--- src/rtl/eco_pkg.sv ---
package eco_pkg;
  typedef enum logic [2:0] {
    ST_IDLE   = 3'd0,
    ST_SETTLE = 3'd1,
    ST_EVAL   = 3'd2,
    ST_STEP   = 3'd3,
    ST_FIN    = 3'd4
  } eco_state_e;
endpackage

--- src/rtl/eco_settle_timer.sv ---
module eco_settle_timer #(
  parameter int unsigned CYC = 2
) (
  input  logic clk,
  input  logic rst_n,
  input  logic run,
  output logic expired
);
  localparam int unsigned CW = $clog2(CYC + 1);

  logic [CW-1:0] cnt_q, cnt_d;

  assign expired = run && (cnt_q == CW'(CYC - 1));

  always_comb begin
    cnt_d = cnt_q;
    if (!run)         cnt_d = '0;
    else if (!expired) cnt_d = cnt_q + CW'(1);
  end

  always_ff @(posedge clk or negedge rst_n) begin
    if (!rst_n) cnt_q <= '0;
    else        cnt_q <= cnt_d;
  end

  // expiry only follows a cycle in which the timer was already running
  p_expire_after_run_r8: assert property (@(posedge clk) disable iff (!rst_n)
    expired |-> $past(run));
endmodule

--- src/rtl/eco_pulse_locator.sv ---
module eco_pulse_locator #(
  parameter int unsigned WORD_W = 10,
  parameter int unsigned IDX_W  = 4
) (
  input  logic [WORD_W-1:0] word,
  output logic [IDX_W-1:0]  next_idx
);
  logic [IDX_W-1:0] low_idx;

  always_comb begin
    low_idx = '0;
    for (int i = WORD_W - 1; i >= 0; i--) begin
      if (word[i]) low_idx = IDX_W'(i);
    end
  end

  always_comb begin
    if (low_idx == IDX_W'(WORD_W - 1)) next_idx = '0;
    else                               next_idx = low_idx + IDX_W'(1);
  end
endmodule

--- src/rtl/eco_window_tracker.sv ---
module eco_window_tracker #(
  parameter int unsigned WORD_W = 10,
  parameter int unsigned TAP_W  = 5,
  parameter int unsigned IDX_W  = 4
) (
  input  logic              clk,
  input  logic              rst_n,
  input  logic              eval_en,
  input  logic [WORD_W-1:0] rx_word,
  input  logic [TAP_W-1:0]  tap,
  input  logic [IDX_W-1:0]  first_idx,
  output logic [IDX_W-1:0]  idx_q,
  output logic [TAP_W-1:0]  min_q,
  output logic [TAP_W-1:0]  ofs_q,
  output logic              closes
);
  logic             first_q, first_d;
  logic             found_q, found_d;
  logic [IDX_W-1:0] idx_d, idx_cur;
  logic [TAP_W-1:0] min_d, ofs_d;
  logic             hit;

  assign idx_cur = first_q ? first_idx : idx_q;

  always_comb begin
    hit = 1'b0;
    for (int i = 0; i < WORD_W; i++) begin
      if (idx_cur == IDX_W'(i)) hit = rx_word[i];
    end
  end

  assign closes = found_q && !hit;

  always_comb begin
    first_d = first_q;
    found_d = found_q;
    idx_d   = idx_q;
    min_d   = min_q;
    ofs_d   = ofs_q;
    if (eval_en) begin
      first_d = 1'b0;
      idx_d   = idx_cur;
      if (hit) begin
        if (!found_q) begin
          found_d = 1'b1;
          min_d   = tap;
          ofs_d   = '0;
        end else begin
          ofs_d   = ofs_q + TAP_W'(1);
        end
      end
    end
  end

  always_ff @(posedge clk or negedge rst_n) begin
    if (!rst_n) begin
      first_q <= 1'b1;
      found_q <= 1'b0;
      idx_q   <= '0;
      min_q   <= '0;
      ofs_q   <= '0;
    end else if (eval_en) begin
      first_q <= first_d;
      found_q <= found_d;
      idx_q   <= idx_d;
      min_q   <= min_d;
      ofs_q   <= ofs_d;
    end
  end

  // once the window has opened its start tap is never rewritten
  p_min_hold_r3: assert property (@(posedge clk) disable iff (!rst_n)
    found_q |=> $stable(min_q));
  // a further set sample extends the window by exactly one
  p_ofs_step_r4: assert property (@(posedge clk) disable iff (!rst_n)
    (eval_en && found_q && hit) |=> (ofs_q == $past(ofs_q) + TAP_W'(1)));
  // the window never reaches past the last tap
  p_ofs_bound_r4: assert property (@(posedge clk) disable iff (!rst_n)
    found_q |-> (({1'b0, min_q} + {1'b0, ofs_q}) <= (TAP_W + 1)'((1 << TAP_W) - 1)));
  // the tracked index stays inside the word
  p_idx_range_r2: assert property (@(posedge clk) disable iff (!rst_n)
    idx_q < IDX_W'(WORD_W));
endmodule

--- src/rtl/eco_delay_optimizer.sv ---
module eco_delay_optimizer
  import eco_pkg::*;
#(
  parameter int unsigned WORD_W     = 10,
  parameter int unsigned TAP_W      = 5,
  parameter int unsigned IDX_W      = 4,
  parameter int unsigned SETTLE_CYC = 2
) (
  input  logic              clk,
  input  logic              rst_n,
  input  logic              start,
  input  logic [TAP_W-1:0]  tap_in,
  input  logic [WORD_W-1:0] rx_word,
  output logic              inc_en,
  output logic              done,
  output logic [IDX_W-1:0]  pulse_idx,
  output logic [TAP_W-1:0]  min_dly,
  output logic [TAP_W-1:0]  max_ofs,
  output logic [TAP_W-1:0]  opt_tap
);
  localparam logic [TAP_W-1:0] LAST_TAP = TAP_W'((1 << TAP_W) - 1);

  logic       rst_meta_q, rst_sync_q;
  eco_state_e state_q, state_d;
  logic       tmr_run, tmr_exp;
  logic       eval_en, trk_close;
  logic [IDX_W-1:0] loc_idx;

  // asynchronous assert, synchronous release
  always_ff @(posedge clk or negedge rst_n) begin
    if (!rst_n) begin
      rst_meta_q <= 1'b0;
      rst_sync_q <= 1'b0;
    end else begin
      rst_meta_q <= 1'b1;
      rst_sync_q <= rst_meta_q;
    end
  end

  assign tmr_run = (state_q == ST_SETTLE);
  assign eval_en = (state_q == ST_EVAL);

  eco_settle_timer #(.CYC(SETTLE_CYC)) u_timer (
    .clk     (clk),
    .rst_n   (rst_sync_q),
    .run     (tmr_run),
    .expired (tmr_exp)
  );

  eco_pulse_locator #(.WORD_W(WORD_W), .IDX_W(IDX_W)) u_locator (
    .word     (rx_word),
    .next_idx (loc_idx)
  );

  eco_window_tracker #(.WORD_W(WORD_W), .TAP_W(TAP_W), .IDX_W(IDX_W)) u_tracker (
    .clk       (clk),
    .rst_n     (rst_sync_q),
    .eval_en   (eval_en),
    .rx_word   (rx_word),
    .tap       (tap_in),
    .first_idx (loc_idx),
    .idx_q     (pulse_idx),
    .min_q     (min_dly),
    .ofs_q     (max_ofs),
    .closes    (trk_close)
  );

  always_comb begin
    state_d = state_q;
    unique case (state_q)
      ST_IDLE:   if (start) state_d = ST_SETTLE;
      ST_SETTLE: if (tmr_exp) state_d = ST_EVAL;
      ST_EVAL:   state_d = (trk_close || (tap_in == LAST_TAP)) ? ST_FIN : ST_STEP;
      ST_STEP:   state_d = ST_SETTLE;
      ST_FIN:    state_d = ST_FIN;
      default:   state_d = ST_IDLE;
    endcase
  end

  always_ff @(posedge clk or negedge rst_sync_q) begin
    if (!rst_sync_q) state_q <= ST_IDLE;
    else             state_q <= state_d;
  end

  assign inc_en  = (state_q == ST_STEP);
  assign done    = (state_q == ST_FIN);
  assign opt_tap = min_dly + (max_ofs >> 1);

  // the delay line is advanced for one cycle at a time
  p_inc_single_r8: assert property (@(posedge clk) disable iff (!rst_sync_q)
    inc_en |=> !inc_en);
  // every evaluation is preceded by the settle wait
  p_eval_after_settle_r8: assert property (@(posedge clk) disable iff (!rst_sync_q)
    eval_en |-> ($past(state_q) == ST_SETTLE));
  // results hold once the sweep has ended
  p_frozen_r9: assert property (@(posedge clk) disable iff (!rst_sync_q)
    done |=> (done && !inc_en && $stable(pulse_idx) && $stable(min_dly) && $stable(max_ofs)));
  // the chosen tap lies inside the measured window
  p_opt_inside_r7: assert property (@(posedge clk) disable iff (!rst_sync_q)
    done |-> ((opt_tap >= min_dly) &&
              ({1'b0, opt_tap} <= ({1'b0, min_dly} + {1'b0, max_ofs}))));
endmodule

--- config.mk ---
export PLATFORM = sky130hd
export DESIGN_NAME = eco_delay_optimizer
export DESIGN_NICKNAME = d
export VERILOG_FILES = /design/src/rtl/eco_pkg.sv /design/src/rtl/eco_settle_timer.sv /design/src/rtl/eco_pulse_locator.sv /design/src/rtl/eco_window_tracker.sv /design/src/rtl/eco_delay_optimizer.sv
export SDC_FILE = /design/constraint.sdc
export NUM_CORES = 1
export LEC_CHECK = 0
export ABC_AREA = 0
export BUFFER_PORTS_ARGS = -buffer_cell sky130_fd_sc_hd__clkbuf_2
export CORE_MARGIN = 3
export CORE_UTILIZATION = 35
export CTS_CLUSTER_DIAMETER = 200
export DETAILED_ROUTE_END_ITERATION = 7
export PLACE_DENSITY = 0.53
export SLEW_MARGIN = 10
export SYNTH_ARGS = -nofsm -noshare
export SYNTH_HDL_FRONTEND = slang
export SYNTH_SLANG_ARGS = --single-unit
--- constraint.sdc ---
create_clock -name clk -period 5 [get_ports clk]
set_input_delay 1 -clock clk [delete_from_list [all_inputs] [get_ports clk]]
set_output_delay 1 -clock clk [all_outputs]
set_load 0.005 [all_outputs]
==> metrics.txt, run 1 <==
top-area cell type share of the netlist area=approximately 34%; most frequent cell after synthesis=dfrtp_1; clk_lat worst skew=around 0.26 ns; sequential fraction of the synthesis area=roughly 36%; Final Max Slew Viols=0; I/O pin total=39; final setup skew=0.00305 ns; Max VDD drop=between 0.2 and 0.25 mV; Syn Inst Count=about 170; global-route wire length before repair=6480 µm; Worst EP required=5.15 ns; CTS Hold Bufs=0; fin util=between 40% and 50%; CTS root buffer=clkbuf_8; Site Rows=24; routability-driven placement congestion ratio=0.817; async set-reset flop share out of synthesis=between 90% and 100%; worst-margin pin slew=about 0.86 ns; Setup Total Neg Slack=0 ns; hold path depth=0; status=completed; CTS tree=built; CTS Sinks=23; CTS Buffer Depth=2; vias in the first global route=1441; EDFF count, synth=0; Initial Util=between 30% and 40%; Resize count post-CTS=0; FF-to-FF Start=u_tracker.first_q; number of diodes=0; most common library cells after synthesis=22 x dfrtp_1, 16 x nand2_1, 15 x nor2_1; Worst setup EP type=register; count of final setup violators=0; synth warn=0; CTS Buf Count=3; crit path kind=in2reg; postcts setup bufs=0; Core ar.=about 4400 µm²; Maximum Capacitance Violations=0; cell total after placement=258; crit-path max FO=6; Max-slew headroom=around 43%; critical path arrival=roughly 3.2 ns; cells on worst reg2reg path=8; Die W=about 74 µm; Multi-input gate area=about 970 µm²; largest net degree at the start of global routing=22; total track usage=between 10 and 15%; final non-filler cell total=262; via count=~1400; post-route ant nets=0; hold endpoint=rst_sync_q; DR DRC count=0; First-pass DRT Iterations=4; CTS H-tree depth=1; nets@finish=236; Initial DRC Count=100; worst reg2reg setup slack=between 2 and 2.5 ns; Setup crit start kind=input pin; number of antenna violations at the first check in global routing=0; Synth cell types=57; RSZ-0062 raised after global routing=no; leakage power=0.000951 µW; Hold Path Origin=rst_meta_q; Hold Path Class=reg2reg; Total Power=between 800 and 900 µW; die area=5490 µm²; Port Buffers=38; worst hold slack=0.360 ns; final WL=between 3000 and 4000 µm; syn avg cell area=around 9.4 µm²; Top FF cell, synth=dfrtp_1; Die H=approximately 74 µm; clock-pin slew on the worst setup and hold paths=0.09 ns; Synth area leaders=dfrtp_1 34%, mux2_4 5.6%, ha_1 4.6%, nand2_1 3.7%, nor2_1 3.5%; mapped cell area=~1600 µm²; Fin. Hold Viols=0; fmax=324 MHz; Tcrit/Tclk final=between 60 and 70%; # fillers=455; hpwl dp=3160 µm; FF+latch area=slightly below 600 µm²; Final min period=3.09 ns; post-detailed-route via-to-cell ratio=between 5 and 6; Synth Net Count=approximately 200; Layout area overhead=16.9%; biggest area consumer among synthesized cells=dfrtp_1; #FFs+latches synth=23; Routed wire per std cell=14.9 µm; GR Overflow Total=0; Worst R2R End=u_tracker.ofs_q[0]; share of layout cells above drive strength 1=about 29%; cell area power density=approximately 450 nW/µm²
## cells by family after synthesis
| group | count (synthesis) | synth area share [%] |
|---|---|---|
| AOI/OAI and AO/OA | 55 | 25.4 |
| xor gates and xnor gates | 4 | 2.16 |
| adders and majority gates | 7 | 5.86 |
| buffers and inverters | 18 | 4.93 |
| DFF | 23 | 35.5 |
| muxes | 7 | 6.17 |
| other | 1 | 0.231 |
| and+or+nand+nor | 57 | 19.7 |
## placed cells by master (no fill, tap or decap), types with 2 or more instances in the layout
cell      Yosys  final
a21o_1        2      2
dfrtp_1      22     22
nor3b_1       2      2
o41ai_1       3      3
ha_1          6      6
a21oi_1       7      7
o21ai_0      11     11
nand2_1      16     16
nor2_1       15     15
or3_1         2      2
o31ai_1       4      4
inv_1        14     14
clkbuf_2      0     38
and2_1        2      2
a21boi_0      3      3
o211a_1       2      2
o211ai_1      4      4
xnor2_1       3      3
clkbuf_8      0      3
a311oi_1      2      2
nand3_1       3      3
a31oi_1       2      2
a211o_1       2      2
mux2_4        6      6
nor2b_1       5      5
## worst max-delay path: stages
cell       delay (ns)
clkbuf_2         0.11
nand2b_4         0.15
a2111oi_1        0.54
o31ai_1          0.20
a311o_1          0.35
a211o_1          0.27
and2_4           0.18
nand2_2          0.13
mux2_4           0.32
## layer usage
layer  share of wire (%)  routed length, µm  global-route usage (%)
met4                0.44                 17                    3.02
met1                  45               1770                    19.9
met3                 3.8                149                    1.62
met5                   0                  0                       0
met2                  50               1970                    26.3
## power breakdown
part	switching [µW]	internal, µW	total [µW]	leakage [µW]
Combinational	233	198	432	0.000642
Sequential	69.0	242	311	0.000283
Clock	61.4	55.6	117	0.0000255
Total	364	496	859	0.000951
## registers in the layout (all words and copies together) (netlist names)
name and cells:
u_tracker.first_q 1, rst_meta_q 1, state_q 3, u_tracker.min_q 5, u_timer.cnt_q 2, rst_sync_q 1
u_tracker.idx_q 4, u_tracker.found_q 1, u_tracker.ofs_q 5
## final cells by class
cell class	instances	area share, %
Multi-Input combinational cell	131	50.9
Clock inverter	1	0.264
Tap cell	52	3.43
Sequential cell	23	30.4
Clock buffer	3	2.18
Inverter	14	2.77
Timing Repair Buffer	38	10.0
## through the flow
stage	cell area, µm²	worst slack [ns]
after CTS	1900	1.92
after global routing	1900	1.72
final	1900	1.91
after global placement	1850	1.74
after floorplan	1620	1.98
after detailed placement	1850	1.64
## worst max-delay path by stage
stage | slack (ns) | cells after the start | endpoint | startpoint
detailed placement | 1.64 | 9 | u_tracker.ofs_q[0] | rx_word[8]
CTS | 1.92 | 9 | u_tracker.ofs_q[0] | rx_word[8]
global route | 1.72 | 9 | u_tracker.ofs_q[0] | rx_word[8]
floorplan | 1.98 | 8 | u_tracker.min_q[0] | rx_word[8]
finish | 1.91 | 9 | u_tracker.ofs_q[0] | rx_word[8]
global placement | 1.74 | 9 | u_tracker.ofs_q[0] | rx_word[8]
Note: power is estimated with default switching activity, not from simulation.
==> run 2, diff against run 1 <==
--- a/config.mk
+++ b/config.mk
@@ -5,7 +5,7 @@
 export SDC_FILE = /design/constraint.sdc
 export NUM_CORES = 1
 export LEC_CHECK = 0
-export ABC_AREA = 0
+export ABC_AREA = 1
 export BUFFER_PORTS_ARGS = -buffer_cell sky130_fd_sc_hd__clkbuf_2
 export CORE_MARGIN = 3
 export CORE_UTILIZATION = 35
==> constraint.sdc (replaced) <==
create_clock -name clk -period 3 [get_ports clk]
set_input_delay 0.6 -clock clk [delete_from_list [all_inputs] [get_ports clk]]
set_output_delay 0.6 -clock clk [all_outputs]
set_load 0.005 [all_outputs]
==> run 2 against run 1 <==
- sequential share of layout area increased by 1.3 points
- setup slack worse by 1.4 ns
- worst hold slack worse by 0.25 ns
- flip-flop and latch count stayed put
- via count down 5.0%
- largest power group unchanged
==> metrics.txt, run 2 <==
crit-path max FO=5 (-1); worst reg2reg setup slack=0.95 ns (-1.45 ns); Fin. Hold Viols=0 (unchanged); Worst R2R End=u_tracker.min_q[1]; die area=5260 µm² (-4.1%); Max VDD drop=0.357 mV (+53%); Max-slew headroom=44.2% (+1.7 points); critical path depth=6 (-3); final WL=3360 µm (-14%); most frequent cell after synthesis=nand2_1; Final min period=~2.5 ns; cell area power density=709 nW/µm² (+56%); final non-filler cell total=296 (+13%); share of layout cells above drive strength 1=26.4% (-2.1 points); worst setup path endpoint=opt_tap[4]; Top FF cell, synth=dfrtp_1; clk_lat worst skew=0.26 ns (about the same); Setup Total Neg Slack=0 ns (unchanged); DR DRC count=0 (unchanged); EDFF count, synth=0 (unchanged); syn avg cell area=7.53 µm² (-20%); CTS root buffer=clkbuf_8; post-route ant nets=0 (unchanged); CP Cell Sequence=ha_1, inv_1, fa_1, o21ai_0, xor2_1, clkbuf_2; WP buf/inv=2 (+1); Die H=72.6 µm (-2.1%); GR Overflow Total=0 (unchanged); Core ar.=4140 µm² (-6.1%); Regs by FF count=u_tracker.min_q x5, u_tracker.ofs_q x5, u_tracker.idx_q x4; sequential fraction of the synthesis area=37.2% (+1.7 points); worst-margin pin slew=0.837 ns (-0.0249 ns); biggest area consumer among synthesized cells=dfrtp_1; RSZ-0062 raised after global routing=no; via count=1361 (-5.0%); Worst EP required=2.40 ns (-2.75 ns); crit path kind=reg2out; Initial Util=37.4% (+0.65 points); most common library cells after synthesis=61 x nand2_1, 29 x inv_1, 22 x dfrtp_1; FF-to-FF Start=u_tracker.first_q; synth warn=0 (unchanged); CTS Sinks=23 (unchanged); leakage power=0.00102 µW (+6.8%); nets@finish=272 (+15%); total track usage=14.0% (-1.0 points); largest net degree at the start of global routing=22 (unchanged); final setup skew=0.00476 ns (+0.00170 ns); CTS Hold Bufs=0 (unchanged); fmax=slightly above 400 MHz; clock-pin slew on the worst setup and hold paths=0.08 ns (about the same); CTS Buffer Depth=2 (unchanged); Synth cell types=33 (-42%); Initial DRC Count=70 (-30%); commonest non-fill, non-tap cell in the layout=nand2_1; post-detailed-route via-to-cell ratio=4.60 (-16%); vias in the first global route=1249 (-13%); count of final setup violators=0 (unchanged); crit-path leading delay family=adder cells; Layout area overhead=17.5%; CTS tree=built; #FFs+latches synth=23 (unchanged); CTS H-tree depth=1 (unchanged); crit path launch=u_tracker.ofs_q[1]; Hold Path Class=in2async; Setup crit start kind=register; async set-reset flop share out of synthesis=100% (unchanged); Final Max Slew Viols=0 (unchanged); Routed wire per std cell=11.4 µm (-24%); Worst setup EP type=output pin; Die W=72.6 µm (-2.1%); Syn Inst Count=206 (+20%); Maximum Capacitance Violations=0 (unchanged); number of diodes=0 (unchanged); global-route wire length before repair=5820 µm (-10%); Synth Net Count=231 (+17%); CP max-delay cell=dfrtp_1; cells on worst reg2reg path=15 (+7); routability-driven placement congestion ratio=0.795 (-2.7%); commonest cells after routing, fill and taps aside=61 x nand2_1, 38 x clkbuf_2, 29 x inv_1, 22 x dfrtp_1, 14 x nand3_1; critical path arrival=1.86 ns (-1.38 ns); hpwl dp=2760 µm (-13%); status=completed; Synth area leaders=dfrtp_1 36%, nand2_1 15%, inv_1 7.0%, ha_1 4.8%, nand3_1 4.5%; worst hold slack=0.107 ns (-0.253 ns); Tcrit/Tclk final=between 80 and 90%; First-pass DRT Iterations=4 (unchanged); top-area cell type share of the netlist area=35.5% (+1.6 points); cell total after placement=292 (+13%); Port Buffers=38 (unchanged); I/O pin total=39 (unchanged); Resize count post-CTS=0 (unchanged); Largest stage delay, worst path=0.43 ns (-0.11 ns); number of antenna violations at the first check in global routing=0 (unchanged); Site Rows=23 (-4.2%); postcts setup bufs=0 (unchanged); CTS Buf Count=3 (unchanged); # fillers=445 (-2.2%); mapped cell area=1550 µm² (-4.5%)
[run 2: cell count changes after synthesis, moves of 6 or more]
cell     change
nand2_1     +45
inv_1       +15
nand3_1     +11
nor2_1       -8
mux2_4       -6
o21ai_2      +6
[run 2: where the power goes]
group | internal, µW | switching [µW]
logic | 261 | 361
clock network | 94.7 | 96.0
registers | 393 | 85.6
[run 2: cell type report]
type                    count  area [µm²]  area share [%]
clock buffers               4        45.0            2.47
inverters                  34         135            7.42
multi-input cells         147         812            44.6
flip-flops and latches     23         577            31.7
well taps                  50        62.6            3.43
repair buffers             38         190            10.4
[run 2: how the worst min path moves through the flow]
stage,slack (ns),depth (start not counted),end
floorplan,0.27,0,state_q[0]
CTS,0.1,1,rst_sync_q
global placement,0.33,0,rst_sync_q
global route,0.09,1,rst_sync_q
finish,0.11,1,rst_sync_q
detailed placement,0.34,0,rst_sync_q
[run 2: through the flow]
stage	utilization (%)	setup WS [ns]	instance area [µm²]	power (µW)
6_report	44.0	0.536	1820	1290
5_1_grt	44.0	0.388	1820	1430
4_1_cts	44.0	0.496	1820	1310
3_5_place_dp	42.9	0.396	1780	1110
3_3_place_gp	42.9	0.405	1780	1120
2_1_floorplan	-	0.871	1550	923
[run 2: cell families after synthesis]
logic type,synth area share (%)
simple gates,30.3
other cells,0.242
xor+xnor,3.39
fa+ha+maj,6.13
buf+inv,10.4
compound gates,12.3
flops,37.2
[run 2: routing by layer]
layer | share of wire [%] | track usage [%] | vias up
met4 | 0.68 | 3.69 | 0
met5 | 0 | 0 | -
met3 | 3.8 | 3.46 | 2
met2 | 44 | 20.9 | 22
li1 | - | - | 734
met1 | 52 | 20.0 | 603
